--- config.mk ---
export PLATFORM = sky130hd
export DESIGN_NAME = dmar_reload_chan
export DESIGN_NICKNAME = d
export VERILOG_FILES = /design/src/rtl/dmar_pkg.sv /design/src/rtl/dmar_regs.sv /design/src/rtl/dmar_addr_gen.sv /design/src/rtl/dmar_seq.sv /design/src/rtl/dmar_reload_chan.sv
export SDC_FILE = /design/constraint.sdc
export NUM_CORES = 1
export LEC_CHECK = 0
export ABC_AREA = 0
export BUFFER_PORTS_ARGS = -buffer_cell sky130_fd_sc_hd__clkbuf_2
export CAP_MARGIN = 20
export CORE_MARGIN = 1
export CORE_UTILIZATION = 45
export DETAILED_ROUTE_END_ITERATION = 10
export HOLD_SLACK_MARGIN = 0.05
export PLACE_DENSITY = 0.63
export SETUP_SLACK_MARGIN = 0.5
export SYNTH_ARGS = -nofsm -noshare
export SYNTH_HDL_FRONTEND = slang
export SYNTH_SLANG_ARGS = --single-unit
--- constraint.sdc ---
create_clock -name clk -period 4.4 [get_ports clk]
set_input_delay 0.66 -clock clk [delete_from_list [all_inputs] [get_ports clk]]
set_output_delay 0.66 -clock clk [all_outputs]
set_load 0.02 [all_outputs]
--- src/rtl/dmar_pkg.sv ---
package dmar_pkg;

    typedef enum logic [2:0] {
        ST_IDLE,
        ST_WAIT,
        ST_RD,
        ST_WR,
        ST_ACK,
        ST_END,
        ST_STALL
    } chan_state_e;

    localparam logic [3:0] RG_GEN   = 4'd0;
    localparam logic [3:0] RG_SRC   = 4'd1;
    localparam logic [3:0] RG_DST   = 4'd2;
    localparam logic [3:0] RG_CTL   = 4'd3;
    localparam logic [3:0] RG_CFG   = 4'd4;
    localparam logic [3:0] RG_CHEN  = 4'd5;
    localparam logic [3:0] RG_ICLR  = 4'd6;
    localparam logic [3:0] RG_SWREQ = 4'd7;
    localparam logic [3:0] RG_LINK  = 4'd8;

    localparam logic [1:0] AM_INC = 2'd0;
    localparam logic [1:0] AM_DEC = 2'd1;

    typedef struct packed {
        logic [1:0] src_w;
        logic [1:0] dst_w;
        logic [1:0] src_m;
        logic [1:0] dst_m;
        logic       int_en;
    } ctl_t;

    typedef struct packed {
        logic blk_unmask;
        logic rl_dst;
        logic rl_src;
        logic dst_sw;
        logic src_sw;
    } cfg_t;

    function automatic logic [2:0] beat_bytes(input logic [1:0] code);
        case (code)
            2'd0:    beat_bytes = 3'd1;
            2'd1:    beat_bytes = 3'd2;
            default: beat_bytes = 3'd4;
        endcase
    endfunction

endpackage

--- src/rtl/dmar_regs.sv ---
module dmar_regs
    import dmar_pkg::*;
#(
    parameter int AW    = 32,
    parameter int CNT_W = 8
) (
    input  logic             clk,
    input  logic             rst,
    input  logic             we,
    input  logic [3:0]       waddr,
    input  logic [31:0]      wdata,
    input  logic             set_blk,
    input  logic             set_xfer,
    input  logic             use_sw_src,
    input  logic             use_sw_dst,
    output logic             gen_en,
    output logic [AW-1:0]    src_start,
    output logic [AW-1:0]    dst_start,
    output ctl_t             ctl_prog,
    output logic [CNT_W-1:0] len_prog,
    output cfg_t             cfg,
    output logic             link_zero,
    output logic             start_req,
    output logic             clr_blk,
    output logic             sw_src,
    output logic             sw_dst,
    output logic             blk_sts,
    output logic             xfer_sts
);

    logic [31:0] link_q;
    logic        hit_clr;
    logic        hit_sw;

    assign hit_clr   = we && (waddr == RG_ICLR);
    assign hit_sw    = we && (waddr == RG_SWREQ);
    assign clr_blk   = hit_clr && wdata[0];
    assign start_req = we && (waddr == RG_CHEN) && wdata[0] && gen_en;
    assign link_zero = (link_q == 32'd0);

    always_ff @(posedge clk) begin
        if (rst) begin
            gen_en    <= 1'b0;
            src_start <= '0;
            dst_start <= '0;
            ctl_prog  <= '0;
            len_prog  <= '0;
            cfg       <= '0;
            link_q    <= '0;
        end else if (we) begin
            case (waddr)
                RG_GEN: gen_en    <= wdata[0];
                RG_SRC: src_start <= wdata[AW-1:0];
                RG_DST: dst_start <= wdata[AW-1:0];
                RG_CTL: begin
                    ctl_prog.src_w  <= wdata[1:0];
                    ctl_prog.dst_w  <= wdata[3:2];
                    ctl_prog.src_m  <= wdata[5:4];
                    ctl_prog.dst_m  <= wdata[7:6];
                    ctl_prog.int_en <= wdata[8];
                    len_prog        <= wdata[16 +: CNT_W];
                end
                RG_CFG: begin
                    cfg.src_sw     <= wdata[0];
                    cfg.dst_sw     <= wdata[1];
                    cfg.rl_src     <= wdata[2];
                    cfg.rl_dst     <= wdata[3];
                    cfg.blk_unmask <= wdata[4];
                end
                RG_LINK: link_q <= wdata;
                default: ;
            endcase
        end
    end

    // status and software request flops: a set in the same cycle wins
    always_ff @(posedge clk) begin
        if (rst) begin
            blk_sts  <= 1'b0;
            xfer_sts <= 1'b0;
            sw_src   <= 1'b0;
            sw_dst   <= 1'b0;
        end else begin
            blk_sts  <= (blk_sts  & ~(hit_clr & wdata[0])) | set_blk;
            xfer_sts <= (xfer_sts & ~(hit_clr & wdata[1])) | set_xfer;
            sw_src   <= (sw_src & ~use_sw_src) | (hit_sw & wdata[0]);
            sw_dst   <= (sw_dst & ~use_sw_dst) | (hit_sw & wdata[1]);
        end
    end

endmodule

--- src/rtl/dmar_addr_gen.sv ---
module dmar_addr_gen
    import dmar_pkg::*;
#(
    parameter int AW = 32
) (
    input  logic          clk,
    input  logic          rst,
    input  logic          load,
    input  logic [AW-1:0] load_val,
    input  logic          advance,
    input  logic [1:0]    width,
    input  logic [1:0]    mode,
    output logic [AW-1:0] addr
);

    logic [AW-1:0] step;

    assign step = AW'(beat_bytes(width));

    always_ff @(posedge clk) begin
        if (rst) begin
            addr <= '0;
        end else if (load) begin
            addr <= load_val;
        end else if (advance) begin
            case (mode)
                AM_INC:  addr <= addr + step;
                AM_DEC:  addr <= addr - step;
                default: addr <= addr;
            endcase
        end
    end

endmodule

--- src/rtl/dmar_seq.sv ---
module dmar_seq
    import dmar_pkg::*;
#(
    parameter int CNT_W = 8
) (
    input  logic             clk,
    input  logic             rst,
    input  logic             start_req,
    input  logic             both_ok,
    input  logic             mem_ready,
    input  logic [CNT_W-1:0] blk_len,
    input  logic             reload_ok,
    input  logic             stall_en,
    input  logic             blk_clr,
    output chan_state_e      state,
    output logic             active,
    output logic             load,
    output logic             advance,
    output logic             capture,
    output logic             set_blk,
    output logic             set_xfer
);

    logic [CNT_W-1:0] cnt;
    logic [CNT_W-1:0] cnt_nx;
    logic             last_q;

    assign cnt_nx   = CNT_W'(cnt + 1'b1);
    assign load     = ((state == ST_IDLE) && start_req) || ((state == ST_END) && reload_ok);
    assign advance  = (state == ST_WR) && mem_ready;
    assign capture  = (state == ST_RD) && mem_ready;
    assign set_blk  = (state == ST_END);
    assign set_xfer = (state == ST_END) && !reload_ok;

    always_ff @(posedge clk) begin
        if (rst) begin
            state  <= ST_IDLE;
            active <= 1'b0;
            cnt    <= '0;
            last_q <= 1'b0;
        end else begin
            case (state)
                ST_IDLE: if (start_req) begin
                    state  <= ST_WAIT;
                    active <= 1'b1;
                    cnt    <= '0;
                end
                ST_WAIT: if (both_ok) state <= ST_RD;
                ST_RD:   if (mem_ready) state <= ST_WR;
                ST_WR:   if (mem_ready) begin
                    state  <= ST_ACK;
                    cnt    <= cnt_nx;
                    last_q <= (cnt_nx == blk_len);
                end
                ST_ACK:  state <= last_q ? ST_END : ST_WAIT;
                ST_END:  if (reload_ok) begin
                    cnt   <= '0;
                    state <= stall_en ? ST_STALL : ST_WAIT;
                end else begin
                    state  <= ST_IDLE;
                    active <= 1'b0;
                end
                ST_STALL: if (blk_clr) state <= ST_WAIT;
                default:  state <= ST_IDLE;
            endcase
        end
    end

endmodule

--- src/rtl/dmar_reload_chan.sv ---
module dmar_reload_chan
    import dmar_pkg::*;
#(
    parameter int AW    = 32,
    parameter int DW    = 32,
    parameter int CNT_W = 8
) (
    input  logic          clk,
    input  logic          rst,
    input  logic          reg_we,
    input  logic [3:0]    reg_addr,
    input  logic [31:0]   reg_wdata,
    output logic          mem_req,
    output logic          mem_we,
    output logic [AW-1:0] mem_addr,
    output logic [1:0]    mem_size,
    output logic [DW-1:0] mem_wdata,
    input  logic [DW-1:0] mem_rdata,
    input  logic          mem_ready,
    input  logic          src_hreq,
    output logic          src_hack,
    input  logic          dst_hreq,
    output logic          dst_hack,
    output logic          ch_active,
    output logic          irq_block,
    output logic          irq_xfer
);

    ctl_t             ctl_prog, ctl_w;
    cfg_t             cfg;
    logic [CNT_W-1:0] len_prog, len_w;
    logic [AW-1:0]    src_start, dst_start, src_addr, dst_addr;
    logic             gen_en, link_zero, start_req, clr_blk;
    logic             sw_src, sw_dst, use_sw_src, use_sw_dst;
    logic             src_ok, dst_ok, both_ok, take;
    logic             reload_ok, stall_en;
    logic             load, advance, capture, set_blk, set_xfer;
    logic [DW-1:0]    data_q;
    chan_state_e      seq_state;

    dmar_regs #(.AW(AW), .CNT_W(CNT_W)) u_regs (
        .clk(clk), .rst(rst), .we(reg_we), .waddr(reg_addr), .wdata(reg_wdata),
        .set_blk(set_blk), .set_xfer(set_xfer),
        .use_sw_src(use_sw_src), .use_sw_dst(use_sw_dst),
        .gen_en(gen_en), .src_start(src_start), .dst_start(dst_start),
        .ctl_prog(ctl_prog), .len_prog(len_prog), .cfg(cfg), .link_zero(link_zero),
        .start_req(start_req), .clr_blk(clr_blk), .sw_src(sw_src), .sw_dst(sw_dst),
        .blk_sts(irq_block), .xfer_sts(irq_xfer)
    );

    assign src_ok     = cfg.src_sw ? sw_src : src_hreq;
    assign dst_ok     = cfg.dst_sw ? sw_dst : dst_hreq;
    assign both_ok    = src_ok && dst_ok;
    assign take       = (seq_state == ST_WAIT) && both_ok;
    assign use_sw_src = take && cfg.src_sw;
    assign use_sw_dst = take && cfg.dst_sw;
    assign reload_ok  = cfg.rl_src && cfg.rl_dst && link_zero;
    assign stall_en   = ctl_w.int_en && cfg.blk_unmask;

    dmar_seq #(.CNT_W(CNT_W)) u_seq (
        .clk(clk), .rst(rst), .start_req(start_req), .both_ok(both_ok),
        .mem_ready(mem_ready), .blk_len(len_w), .reload_ok(reload_ok),
        .stall_en(stall_en), .blk_clr(clr_blk), .state(seq_state),
        .active(ch_active), .load(load), .advance(advance), .capture(capture),
        .set_blk(set_blk), .set_xfer(set_xfer)
    );

    // working copy of the control word, restored on every start or reload
    always_ff @(posedge clk) begin
        if (rst) begin
            ctl_w <= '0;
            len_w <= '0;
        end else if (load) begin
            ctl_w <= ctl_prog;
            len_w <= len_prog;
        end
    end

    always_ff @(posedge clk) begin
        if (rst)          data_q <= '0;
        else if (capture) data_q <= mem_rdata;
    end

    generate
        for (genvar s = 0; s < 2; s++) begin : g_side
            if (s == 0) begin : g_src
                dmar_addr_gen #(.AW(AW)) u_ag (
                    .clk(clk), .rst(rst), .load(load), .load_val(src_start),
                    .advance(advance), .width(ctl_w.src_w), .mode(ctl_w.src_m),
                    .addr(src_addr)
                );
            end else begin : g_dst
                dmar_addr_gen #(.AW(AW)) u_ag (
                    .clk(clk), .rst(rst), .load(load), .load_val(dst_start),
                    .advance(advance), .width(ctl_w.dst_w), .mode(ctl_w.dst_m),
                    .addr(dst_addr)
                );
            end
        end
    endgenerate

    assign mem_req   = (seq_state == ST_RD) || (seq_state == ST_WR);
    assign mem_we    = (seq_state == ST_WR);
    assign mem_addr  = mem_we ? dst_addr : src_addr;
    assign mem_size  = mem_we ? ctl_w.dst_w : ctl_w.src_w;
    assign mem_wdata = data_q;
    assign src_hack  = (seq_state == ST_ACK) && !cfg.src_sw;
    assign dst_hack  = (seq_state == ST_ACK) && !cfg.dst_sw;

endmodule

==> impl_metrics.ini <==
[power]
power.total_mw = 5.72
p_per_area_nw_per_um2 = 366
vdd_drop_max_v = 0.000375
power.leakage_nw = 6.36

[sta]
max_slew_margin = 0.354
rsz0062_at_grt = false
max_freq_mhz = 272
finalHoldViolCount = 0
fin_crit_sh = 0.836
drv_slew = 0
period_needed_ns = 3.68
tightest_slew_ns = 0.968
timing.setup.tns_ns = 0
skew_ns = 0.0105
setup_viol = 0

[logic_synthesis]
yosysUniqueCellTypes = 70
ys_ff_latch = 249
synth-async-reset-ratio = 0
avgSynthCellArea_um2 = 7.31
synth.area.top_cells = dfxtp_1 (37%), nand2_1 (14%), a21oi_1 (9.7%)
yosys_warnings = 0
yosysTopAreaCellShare = 0.371
yosys_most_used_dff = dfxtp_1
syn_area_um2 = 13400
netlist.top_cell.by_area = dfxtp_1
postSynthNetCount = 1978
syn_inst = 1837
seq_area_frac_synth = 0.371
synth_edf_count = 0

[floorplanning]
chipWidth_um = 175
start_util = 0.463
rows = 62
fp.dieH_um = 175
io_pins = 147
die-area_um2 = 30500
core-area_um2 = 29000

[grt]
grt_max_degree = 106
grt_use_total = 0.266
first_global_vias = 12400
grt_pass1_wl_um = 65700
antenna_found_initial = 0
overflow = 0

[clocking]
cts_buffers = 29
cts_root_buf = clkbuf_16
cts-htree-levels = 1
hold_buffers = 0
ctsLongestPathBuffers = 3
insertion_delay_ns = 0.54
clkTransAtPathRegs_ns = 0.06
cts.sinks = 249
cts_tree = built

[setup_path]
worst_setup_path_end_kind = register
crit_start = ctl_w[7]
worstPathMaxFanout = 4
rr_worst_depth = 15
cp.arrival_ns = 4.07
worstSetupStartpointType = register
crit-reg2reg-capture = g_side[0].g_src.u_ag.addr[25]
reg2reg_from = ctl_w[7]
endpoint = g_side[0].g_src.u_ag.addr[25]
rrSetupSlack_ns = 0.72
worstSetupPathType = reg2reg
required_ns = 4.79

[route]
wl_um = 41600
route.antenna.remaining_nets = 0
vias = 13100
first_iter_violations = 1274
first_pass_iters = 5
drt-vias-per-instance = 5.57
drc = 0
wl_per_cell_um = 17.7

[finish]
fin_nets = 2078
layout.cells.non_filler = 2343
layout-drive-gt1-share = 0.132
n_antenna_cell = 0
fin_util = 0.539
design_area_um2 = 15600
fillers = 2871
area_growth_pct = 16.4

[placement]
dp_cells = 2285
gp_congestion = 0.912
placed_cell_area_um2 = 14500
portBuffers = 146
dp_hpwl_um = 29400

[worst_hold_path]
hold_path.startpoint = mem_rdata[15]
hold_class = in2reg

[run_status]
status = completed

[run]
maxCapViolCount = 0
metal layers:
| layer | wire length, um | GRT usage | share of wire |
|---|---|---|---|
| met4 | 775 | 0.0620 | 0.019 |
| met5 | 0 | 0 | 0 |
| met2 | 18800 | 0.438 | 0.45 |
| met1 | 19100 | 0.364 | 0.46 |
| met3 | 2900 | 0.0442 | 0.070 |
placed cells by master (no fill, tap or decap), drive strengths merged, types with 11 or more instances in the layout:
| master | Yosys | final |
|---|---|---|
| mux2i | 11 | 11 |
| dfxtp | 249 | 249 |
| nand3 | 29 | 29 |
| nor4 | 12 | 12 |
| a21o | 27 | 27 |
| ha | 65 | 65 |
| nor3 | 42 | 42 |
| a211oi | 40 | 40 |
| o211ai | 13 | 13 |
| a311oi | 14 | 14 |
| xor2 | 29 | 29 |
| inv | 22 | 22 |
| and3 | 13 | 13 |
| nor2 | 145 | 145 |
| xnor2 | 34 | 34 |
| nand2b | 11 | 11 |
| a21oi | 260 | 260 |
| buf | 17 | 32 |
| nand4 | 13 | 13 |
| o21ai | 50 | 50 |
| nor2b | 14 | 14 |
| clkbuf | 92 | 188 |
| nand2 | 518 | 518 |
flip-flops by register name, summed over array words and instances (netlist names):
register / count
len_w: 8
ctl_w: 9
u_seq.active: 1
g_side.g_src.u_ag.addr: 32
u_regs.xfer_sts: 1
mem_wdata: 32
u_regs.gen_en: 1
u_regs.sw_dst: 1
u_regs.blk_sts: 1
g_side.g_dst.u_ag.addr: 32
u_seq.state: 3
u_regs.sw_src: 1
u_regs.ctl_prog: 9
u_regs.dst_start: 32
u_regs.cfg: 5
u_seq.cnt: 8
u_regs.link_q: 32
u_regs.src_start: 32
u_seq.last_q: 1
u_regs.len_prog: 8
logic make-up after synthesis:
kind of cell,after synthesis,synth area share
buffers and inverters,132,0.0396
xor gates and xnor gates,63,0.0411
adders and majority gates,67,0.0636
DFF,249,0.371
AOI/OAI and AO/OA,471,0.209
muxes,13,0.00988
and+or+nand+nor,842,0.266
worst max-delay path: stages, from the launching register on:
cell and delay, ns:
dfxtp_1 0.33, or2_2 0.31, ha_1 0.27, nand2_1 0.06, o21a_1 0.20, ha_1 0.25, nor2b_1 0.14, o2111ai_2 0.20
a21oi_1 0.13, or2_1 0.25, a31o_2 0.28, a221o_1 0.34, and3_1 0.24, o31ai_2 0.21, mux2i_1 0.24, a21oi_1 0.09
worst min path at each step:
stage	end	slack, ns	depth (start not counted)
after global placement	u_regs.link_q[25]	0.44	2
final	mem_wdata[15]	0.34	3
after floorplan	u_regs.link_q[25]	0.43	2
after detailed placement	u_regs.link_q[25]	0.44	2
after CTS	mem_wdata[3]	0.31	3
after global routing	mem_wdata[14]	0.32	3
power by group:
| group | total (mW) | leakage, nW | internal, mW | switching [mW] |
|---|---|---|---|---|
| clock network | 2.63 | 0.511 | 1.65 | 0.975 |
| logic | 0.671 | 3.84 | 0.226 | 0.445 |
| registers | 2.42 | 2.01 | 2.34 | 0.0790 |
| total | 5.72 | 6.36 | 4.22 | 1.50 |
synth_stat cells, drive strengths merged (14+ instances only):
cell,n
nand3,29
nor2,145
ha,65
a21oi,260
clkbuf,92
nor3,42
buf,17
xor2,29
a311oi,14
a21o,27
o21ai,50
nor2b,14
xnor2,34
a211oi,40
nand2,518
dfxtp,249
inv,22
repair_timing:
action | CTS | global route
endpoints found under the setup margin | 0 | 8
resized for setup | 0 | 11
buffers inserted | 0 | 5
stage by stage:
| step | hold WS (ns) | worst slack [ns] |
|---|---|---|
| global placement | 0.437 | 0.672 |
| global route | 0.318 | 0.531 |
| floorplan | 0.431 | 0.546 |
| finish | 0.337 | 0.720 |
| detailed placement | 0.442 | 0.580 |
| CTS | 0.312 | 0.544 |
cell type report:
class | count | area [um^2] | share of cell area
multi-input combinational | 1456 | 7990 | 0.511
sequential | 249 | 4980 | 0.319
timing repair buffer | 178 | 1020 | 0.0653
clock buffer | 42 | 865 | 0.0553
tap | 384 | 480 | 0.0307
clock inverter | 11 | 199 | 0.0127
inverter | 23 | 90.1 | 0.00576
Note: power is estimated with default switching activity, not from simulation.
